**config.mk**
```make
export PLATFORM = sky130hd
export DESIGN_NAME = fair_dram_sched
export DESIGN_NICKNAME = d
export VERILOG_FILES = /design/src/rtl/fsched_pkg.sv /design/src/rtl/fsched_unfair_det.sv /design/src/rtl/fsched_classify.sv /design/src/rtl/fsched_select.sv /design/src/rtl/fair_dram_sched.sv
export SDC_FILE = /design/constraint.sdc
export NUM_CORES = 2
export LEC_CHECK = 0
export BUFFER_PORTS_ARGS = -buffer_cell sky130_fd_sc_hd__buf_2
export CAP_MARGIN = 0
export CORE_ASPECT_RATIO = 1.1
export CORE_MARGIN = 1.5
export CORE_UTILIZATION = 56
export CTS_CLUSTER_DIAMETER = 120
export DETAILED_ROUTE_END_ITERATION = 8
export GPL_ROUTABILITY_DRIVEN = 0
export PLACE_DENSITY = 0.86
export SLEW_MARGIN = 40
export SYNTH_ARGS = -nofsm -noshare
export SYNTH_HDL_FRONTEND = slang
export SYNTH_HIERARCHICAL = 1
export SYNTH_SLANG_ARGS = --single-unit
```
**constraint.sdc**
```tcl
create_clock -name clk -period 52.5 [get_ports clk]
set_clock_uncertainty 0.05 [all_clocks]
set_input_delay 15.75 -clock clk [delete_from_list [all_inputs] [get_ports clk]]
set_output_delay 15.75 -clock clk [all_outputs]
set_load 0.01 [all_outputs]
```
**src/rtl/fsched_pkg.sv**
```systemverilog
package fsched_pkg;
   typedef enum logic {
      POL_THRU = 1'b0,
      POL_FAIR = 1'b1
   } pol_e;

   typedef struct packed {
      logic fav;
      logic hit;
   } rank_t;
endpackage

```
**src/rtl/fsched_unfair_det.sv**
```systemverilog
module fsched_unfair_det #(
   parameter int NUM_THREADS = 4,
   parameter int SLOW_W      = 16,
   parameter int SLOW_FRAC   = 8,
   parameter int TID_W       = 2
) (
   input  logic [NUM_THREADS*SLOW_W-1:0] slowdown,
   input  logic [SLOW_W-1:0]             alpha,
   output logic                          unfair,
   output logic [TID_W-1:0]              max_tid
);
   localparam int PW = 2 * SLOW_W;

   logic [SLOW_W-1:0] max_s;
   logic [SLOW_W-1:0] min_s;
   logic [PW-1:0]     lhs;
   logic [PW-1:0]     rhs;

   always_comb begin
      max_s   = slowdown[0 +: SLOW_W];
      min_s   = slowdown[0 +: SLOW_W];
      max_tid = '0;
      for (int t = 1; t < NUM_THREADS; t++) begin
         if (slowdown[t*SLOW_W +: SLOW_W] > max_s) begin
            max_s   = slowdown[t*SLOW_W +: SLOW_W];
            max_tid = TID_W'(t);
         end
         if (slowdown[t*SLOW_W +: SLOW_W] < min_s) begin
            min_s = slowdown[t*SLOW_W +: SLOW_W];
         end
      end
   end

   // ratio test without a divider: max/min >= alpha  <=>  max*2^F >= alpha*min
   assign lhs    = PW'(max_s) << SLOW_FRAC;
   assign rhs    = PW'(alpha) * PW'(min_s);
   assign unfair = (lhs >= rhs);
endmodule

```
**src/rtl/fsched_classify.sv**
```systemverilog
module fsched_classify #(
   parameter int NUM_ENTRIES = 16,
   parameter int NUM_BANKS   = 8,
   parameter int BANK_W      = 3,
   parameter int ROW_W       = 14,
   parameter int TID_W       = 2
) (
   input  logic [NUM_ENTRIES*TID_W-1:0]  req_thread,
   input  logic [NUM_ENTRIES*BANK_W-1:0] req_bank,
   input  logic [NUM_ENTRIES*ROW_W-1:0]  req_row,
   input  logic [NUM_BANKS-1:0]          bank_open,
   input  logic [NUM_BANKS*ROW_W-1:0]    bank_row,
   input  logic                          fav_en,
   input  logic [TID_W-1:0]              fav_tid,
   output logic [NUM_ENTRIES-1:0]        hit,
   output logic [NUM_ENTRIES-1:0]        fav
);
   for (genvar i = 0; i < NUM_ENTRIES; i++) begin : g_ent
      logic [ROW_W-1:0] row_i;
      assign row_i  = req_row[i*ROW_W +: ROW_W];
      assign fav[i] = fav_en && (req_thread[i*TID_W +: TID_W] == fav_tid);

      if (NUM_BANKS == 1) begin : g_single
         logic [BANK_W-1:0] bank_unused;
         assign bank_unused = req_bank[i*BANK_W +: BANK_W];
         assign hit[i] = bank_open[0] && (bank_row[ROW_W-1:0] == row_i);
      end else begin : g_multi
         logic [BANK_W-1:0] b;
         always_comb begin
            b      = req_bank[i*BANK_W +: BANK_W];
            hit[i] = 1'b0;
            for (int k = 0; k < NUM_BANKS; k++) begin
               if (b == BANK_W'(k)) begin
                  hit[i] = bank_open[k] && (bank_row[k*ROW_W +: ROW_W] == row_i);
               end
            end
         end
      end
   end
endmodule

```
**src/rtl/fsched_select.sv**
```systemverilog
module fsched_select
   import fsched_pkg::*;
#(
   parameter int NUM_ENTRIES = 16,
   parameter int AGE_W       = 8,
   parameter int IDX_W       = 4
) (
   input  logic [NUM_ENTRIES-1:0]       valid,
   input  logic [NUM_ENTRIES-1:0]       hit,
   input  logic [NUM_ENTRIES-1:0]       fav,
   input  logic [NUM_ENTRIES*AGE_W-1:0] age,
   output logic                         any,
   output logic [IDX_W-1:0]             best_idx
);
   // a is strictly older than b within a half-range window
   function automatic logic is_older(input logic [AGE_W-1:0] a, input logic [AGE_W-1:0] b);
      logic [AGE_W-1:0] d;
      d = b - a;
      return (d != '0) && !d[AGE_W-1];
   endfunction

   rank_t            rank [NUM_ENTRIES];
   rank_t            best_rank;
   logic [AGE_W-1:0] best_age;

   for (genvar i = 0; i < NUM_ENTRIES; i++) begin : g_rank
      assign rank[i] = '{fav: fav[i], hit: hit[i]};
   end

   always_comb begin
      any       = 1'b0;
      best_idx  = '0;
      best_rank = '0;
      best_age  = '0;
      for (int i = 0; i < NUM_ENTRIES; i++) begin
         if (valid[i]) begin
            if (!any || (rank[i] > best_rank) ||
                ((rank[i] == best_rank) && is_older(age[i*AGE_W +: AGE_W], best_age))) begin
               any       = 1'b1;
               best_idx  = IDX_W'(i);
               best_rank = rank[i];
               best_age  = age[i*AGE_W +: AGE_W];
            end
         end
      end
   end
endmodule

```
**src/rtl/fair_dram_sched.sv**
```systemverilog
module fair_dram_sched
   import fsched_pkg::*;
#(
   parameter int            NUM_ENTRIES = 16,
   parameter int            NUM_THREADS = 4,
   parameter int            NUM_BANKS   = 8,
   parameter int            ROW_W       = 14,
   parameter int            AGE_W       = 8,
   parameter int            SLOW_W      = 16,
   parameter int            SLOW_FRAC   = 8,
   parameter logic [SLOW_W-1:0] ALPHA_INIT = SLOW_W'(2 << SLOW_FRAC),
   localparam int           IDX_W  = $clog2(NUM_ENTRIES),
   localparam int           TID_W  = (NUM_THREADS > 1) ? $clog2(NUM_THREADS) : 1,
   localparam int           BANK_W = (NUM_BANKS > 1) ? $clog2(NUM_BANKS) : 1
) (
   input  logic                          clk,
   input  logic                          rst_n,
   input  logic                          cfg_alpha_we,
   input  logic [SLOW_W-1:0]             cfg_alpha_wdata,
   input  logic                          sched_epoch,
   input  logic                          pick,
   input  logic [NUM_ENTRIES-1:0]        req_valid,
   input  logic [NUM_ENTRIES*TID_W-1:0]  req_thread,
   input  logic [NUM_ENTRIES*BANK_W-1:0] req_bank,
   input  logic [NUM_ENTRIES*ROW_W-1:0]  req_row,
   input  logic [NUM_ENTRIES*AGE_W-1:0]  req_age,
   input  logic [NUM_BANKS-1:0]          bank_open,
   input  logic [NUM_BANKS*ROW_W-1:0]    bank_row,
   input  logic [NUM_THREADS*SLOW_W-1:0] thr_slowdown,
   output logic                          grant,
   output logic [IDX_W-1:0]              grant_idx
);
   if (NUM_ENTRIES < 2) begin : g_chk_entries
      $error("NUM_ENTRIES must be at least 2");
   end
   if (AGE_W < 2) begin : g_chk_age
      $error("AGE_W must be at least 2");
   end
   if (SLOW_FRAC >= SLOW_W) begin : g_chk_frac
      $error("SLOW_FRAC must be below SLOW_W");
   end
   if (ROW_W < 1 || NUM_BANKS < 1 || NUM_THREADS < 1) begin : g_chk_misc
      $error("ROW_W, NUM_BANKS and NUM_THREADS must be positive");
   end

   logic [SLOW_W-1:0]      alpha_q;
   pol_e                   mode_q;
   logic [TID_W-1:0]       fav_q;
   logic                   unfair_now;
   logic [TID_W-1:0]       max_tid_now;
   logic [NUM_ENTRIES-1:0] entry_hit;
   logic [NUM_ENTRIES-1:0] entry_fav;
   logic                   sel_any;
   logic [IDX_W-1:0]       sel_idx;

   fsched_unfair_det #(
      .NUM_THREADS (NUM_THREADS),
      .SLOW_W      (SLOW_W),
      .SLOW_FRAC   (SLOW_FRAC),
      .TID_W       (TID_W)
   ) u_unfair (
      .slowdown (thr_slowdown),
      .alpha    (alpha_q),
      .unfair   (unfair_now),
      .max_tid  (max_tid_now)
   );

   fsched_classify #(
      .NUM_ENTRIES (NUM_ENTRIES),
      .NUM_BANKS   (NUM_BANKS),
      .BANK_W      (BANK_W),
      .ROW_W       (ROW_W),
      .TID_W       (TID_W)
   ) u_classify (
      .req_thread (req_thread),
      .req_bank   (req_bank),
      .req_row    (req_row),
      .bank_open  (bank_open),
      .bank_row   (bank_row),
      .fav_en     (mode_q == POL_FAIR),
      .fav_tid    (fav_q),
      .hit        (entry_hit),
      .fav        (entry_fav)
   );

   fsched_select #(
      .NUM_ENTRIES (NUM_ENTRIES),
      .AGE_W       (AGE_W),
      .IDX_W       (IDX_W)
   ) u_select (
      .valid    (req_valid),
      .hit      (entry_hit),
      .fav      (entry_fav),
      .age      (req_age),
      .any      (sel_any),
      .best_idx (sel_idx)
   );

   always_ff @(posedge clk) begin
      if (!rst_n) begin
         alpha_q <= ALPHA_INIT;
      end else if (cfg_alpha_we) begin
         alpha_q <= cfg_alpha_wdata;
      end
   end

   always_ff @(posedge clk) begin
      if (!rst_n) begin
         mode_q <= POL_THRU;
         fav_q  <= '0;
      end else if (sched_epoch) begin
         mode_q <= unfair_now ? POL_FAIR : POL_THRU;
         fav_q  <= max_tid_now;
      end
   end

   always_ff @(posedge clk) begin
      if (!rst_n) begin
         grant     <= 1'b0;
         grant_idx <= '0;
      end else begin
         grant     <= pick && sel_any;
         grant_idx <= (pick && sel_any) ? sel_idx : '0;
      end
   end
endmodule

```
==> flow_metrics.py, run 1 <==
metrics = {
    "logic_synthesis": {
        "synth_nets": 7059,
        "muxShareOfSynthArea_pct": 4.56,
        "synth_edf_count": 0,
        "synth_top_area_cell": "xnor2_1",
        "synth_area_mm2": 0.0458,
        "async_flop_share_pct": 0,
        "seq_area_frac_synth_pct": 1.05,
        "yosysTopAreaCellShare_pct": 22.0,
        "synth_compound_area_share_pct": 10.5,
        "synth_xor_area_share_pct": 36.5,
        "synth_top_family_by_area": "XOR/XNOR gates",
        "synthSimpleGateAreaFrac_pct": 19.4,
        "synth_flop_cell": "dfxtp_1",
        "synth.distinct_cells": 118,
        "synthAdderAreaFrac_pct": 18.2,
        "synth.avg_cell_area_um2": 7.81,
        "synth_area_leaders": "xnor2_1 (22%), xor2_1 (15%), fa_1 (9.1%)",
        "yosysWarnings": 6,
        "syn_inst": 5864,
        "synth_seq_cells": 24,
    },
    "cts": {
        "htreeDepth": 1,
        "cts.path.max_buffers": 2,
        "cts_buffers": 3,
        "cts_hold_buffers": 0,
        "cts_sinks": 24,
        "clockRootBuffer": "clkbuf_16",
    },
    "grt": {
        "grt_pass1_wl_um": 366000,
        "grt_pass1_vias": 56890,
        "grt-ovfl-total": 19,
        "grt_use_total_pct": 59.7,
        "grt_max_degree": 21,
    },
    "place": {
        "io_buffers": 657,
        "dp_hpwl_um": 169000,
    },
    "die": {
        "fp.dieH_um": 303,
        "num_rows": 109,
        "ios": 658,
        "die_w_um": 276,
        "start_util_pct": 56.8,
    },
    "outcome": {
        "status": "aborted with a tool error",
        "stop_stage": "global routing",
        "firstError": "[ERROR GRT-0116] Global routing finished with congestion. Check the congestion regions in the DRC Viewer.",
    },
}
-- stage by stage --
stage	std cells	area (µm²)	utilization, %	setup slack, ps	setup TNS [ps]
2_1_floorplan	5864	46300	-	-57.1	-57.1
4_1_cts	7657	53600	66.4	-184	-537
3_3_place_gp	7574	52200	64.7	-382	-1270
3_5_place_dp	7575	52300	64.8	-2030	-7890
-- cell families after synthesis --
group,after synthesis
multiplexers,184
AO/OA/AOI/OAI,675
AND/OR/NAND/NOR,1504
adder cells (fa/ha/maj),542
flip-flops,24
buffers and inverters,1027
XOR/XNOR,1908
-- cell usage after synthesis (all sizes together), types with 24 or more instances --
cell type	instances
ha	333
clkbuf	77
nand4b	45
inv	486
nand4	322
o21ai	125
nand2	229
a21boi	30
and3	33
a211oi	28
nor4	262
o21a	26
xnor2	1149
nor2	121
nand3	79
a21o	63
a21oi	142
xor2	759
nand2b	25
a31oi	61
dfxtp	24
buf	463
nor3	47
fa	209
nor2b	102
nor3b	24
mux2i	91
mux2	93
and2	102
-- timing repair --
item | CTS
setup buffers | 78
resized for setup | 141
endpoints found under the setup margin | 4
pin swaps | 112
-- routing by layer --
layer | overflow | track usage (%)
met5 | 0 | 27.2
met4 | 10 | 53.6
met3 | 0 | 46.6
met2 | 9 | 75.1
met1 | 0 | 60.3
==> run 2: changes to the inputs <==
CORE_ASPECT_RATIO = default   (was 1.1)
CORE_UTILIZATION = 40   (was 56)
CTS_CLUSTER_DIAMETER = default   (was 120)
PLACE_DENSITY = default   (was 0.86)
PLACE_DENSITY_LB_ADDON = 0.15   (was default)
clock period = 68.2 ns   (was 52.5 ns; I/O delays follow)
==> run 2 against run 1 <==
- the run now ends clean
- synthesized cell count stayed put
- synthesized area did not move
==> flow_metrics.py, run 2 <==
metrics = {
    "routing": {
        "drc": 0,
        "via_count": 49300,
        "ant_nets": 0,
        "drt-vias-per-instance": 6.42,
        "wl_per_cell_um": 32.4,
        "first_pass_iters": 9,
        "wirelength_um": 248000,
        "drt_iter0_drc": 6816,
    },
    "cts": {
        "clockRootBuffer": "clkbuf_16",
        "cts_hold_buffers": 0,
        "cts_buffers": 3,
        "cts.clk_slew.worst_paths_ps": 100,
        "clk_latency_ps": 310,
        "cts_tree": "built",
        "cts_sinks": 24,
        "htreeDepth": 1,
        "cts.path.max_buffers": 2,
    },
    "grt": {
        "top_usage_layer": "met2",
        "grt_max_degree": 26,
        "use_met2_pct": 58.2,
        "grt_util_met1_pct": 49.2,
        "grt_use_total_pct": 40.8,
        "use_met3_pct": 18.5,
        "antenna_found_initial": 81,
        "grt-ovfl-total": 0,
        "grt_pass1_vias": 46857,
        "grt_pass1_wl_um": 344000,
    },
    "die": {
        "fp.dieH_um": 341,
        "coreArea_mm2": 0.113,
        "start_util_pct": 40.5,
        "die_w_um": 341,
        "die_area_mm2": 0.117,
        "ios": 658,
        "num_rows": 123,
    },
    "logic_synthesis": {
        "synth_area_leaders": "xnor2_1 (22%), xor2_1 (15%), fa_1 (9.1%)",
        "synth_commonest_cells": "xnor2_1 (1149), xor2_1 (759), inv_1 (486), buf_2 (400), ha_1 (333)",
        "synth.distinct_cells": 118,
        "synth.avg_cell_area_um2": 7.81,
        "yosysMostFrequentCell": "xnor2_1",
        "synth_edf_count": 0,
        "synth_nets": 7059,
        "synth_seq_cells": 24,
        "seq_area_frac_synth_pct": 1.05,
        "yosysTopAreaCellShare_pct": 22.0,
        "synth_flop_cell": "dfxtp_1",
        "async_flop_share_pct": 0,
        "yosysWarnings": 6,
        "synth_area_mm2": 0.0458,
        "synth_top_area_cell": "xnor2_1",
        "syn_inst": 5864,
    },
    "sta": {
        "fmax_mhz": 15.4,
        "slew_headroom_pct": 34.1,
        "final.min_clock_period_ps": 65010,
        "slew_violations": 0,
        "hold_viol": 0,
        "worstMarginPinSlew_ps": 986,
        "rsz0062_at_grt": "false",
        "setup_tns_ps": 0,
        "period_share_pct": 95.3,
        "setup_violations": 0,
    },
    "place": {
        "place_area_mm2": 0.0494,
        "dp_hpwl_um": 183000,
        "io_buffers": 657,
    },
    "outcome": {
        "status": "complete, no violations",
    },
    "final_layout": {
        "largest_register": "alpha_q",
        "layout-drive-gt1-share_pct": 16.5,
        "fin_area_mm2": 0.0497,
        "largest_reg_flops": 16,
        "final_common_cell": "xnor2_1",
        "final_cell_mix": "xnor2_1 (1149), xor2_1 (759), buf_2 (657), inv_1 (486), ha_1 (333)",
        "syn_to_final_growth_pct": 8.55,
        "postLayoutCoreUtil_pct": 44.0,
        "nets": 7326,
        "top_regs": "alpha_q x16, grant_idx x4, fav_q x2",
    },
    "worst_setup_path": {
        "r2r_cells": 201,
        "worst-path-buf-inv": 20,
        "crit_path_end_kind": "flop",
        "critPathSlowestCell": "or4b_2",
        "critPathKind": "input port to flop",
        "worst_path_dominant_cell_family": "compound AO/OA/AOI/OAI gates",
        "critPathArrivalTime_ps": 65170,
        "start_kind": "input port",
        "cp.depth": 207,
        "worst_path_largest_cell_delay_ps": 610,
        "cp_max_fo": 25,
        "worstPathRequired_ps": 68370,
        "worst_path_most_repeated_cell": "o21ai_0",
    },
    "worst_hold_path": {
        "hold_path_depth": 2,
        "min_path_type": "flop to flop",
    },
    "run": {
        "drv_cap": 0,
    },
}
[run 2: cell counts after synthesis]
Identical to the previous run, type by type.
[run 2: area by class of cell]
type	count	area [µm²]
Multi-Input combinational cell	4813	40900
Fill cell	11774	63400
Tap cell	1500	1880
Timing Repair Buffer	802	4380
Clock buffer	3	75.1
Antenna cell	48	120
Sequential cell	24	487
Clock inverter	1	30.0
Inverter	487	1830
[run 2: what timing repair did]
| action | in CTS | in global routing |
|---|---|---|
| endpoints found under the hold margin | 0 | 0 |
| setup endpoints to repair | 0 | 4 |
| setup buffers | 0 | 7 |
| resized for setup | 0 | 21 |
[run 2: through the flow]
stage,setup slack (ps),hold slack (ps),cells
floorplan,6950,431,5864
global placement,1740,455,7618
detailed placement,1210,465,7619
CTS,1380,497,7623
global route,47.5,548,7649
finish,3190,493,7678
[run 2: kinds of logic after synthesis]
kind of cell               Yosys count  synth area share (%)
adders and majority gates          542                  18.2
and+or+nand+nor                   1504                  19.4
buffers and inverters             1027                  9.84
muxes                              184                  4.56
AOI/OAI and AO/OA                  675                  10.5
DFF                                 24                  1.05
xor gates and xnor gates          1908                  36.5
[run 2: worst min-delay path, stage by stage (launching register included)]
cell	delay, ps
dfxtp_1	340
mux2i_1	70
nor2b_1	100
[run 2: path summary, 6_finish.rpt]
path / start / to / slack (ps)
min: fav_q[1]$_SDFFE_PN0P_ / fav_q[1]$_SDFFE_PN0P_ / 490
min reg2reg: fav_q[1]$_SDFFE_PN0P_ / fav_q[1]$_SDFFE_PN0P_ / 490
max: bank_open[1] / grant_idx[1]$_SDFF_PN0_ / 3190
max reg2reg: fav_q[0]$_SDFFE_PN0P_ / grant_idx[1]$_SDFF_PN0_ / 24330
[run 2: metal layers]
metal,share of wire [%],vias up
met5,0.27,-
met4,8.5,74
met3,15,1421
met2,40,3966
met1,37,23417
li1,-,20422
Power of run 2 is left out: the tool's default activity adds up to more than one toggle a clock period on the data nets, which glitch-free logic cannot reach.
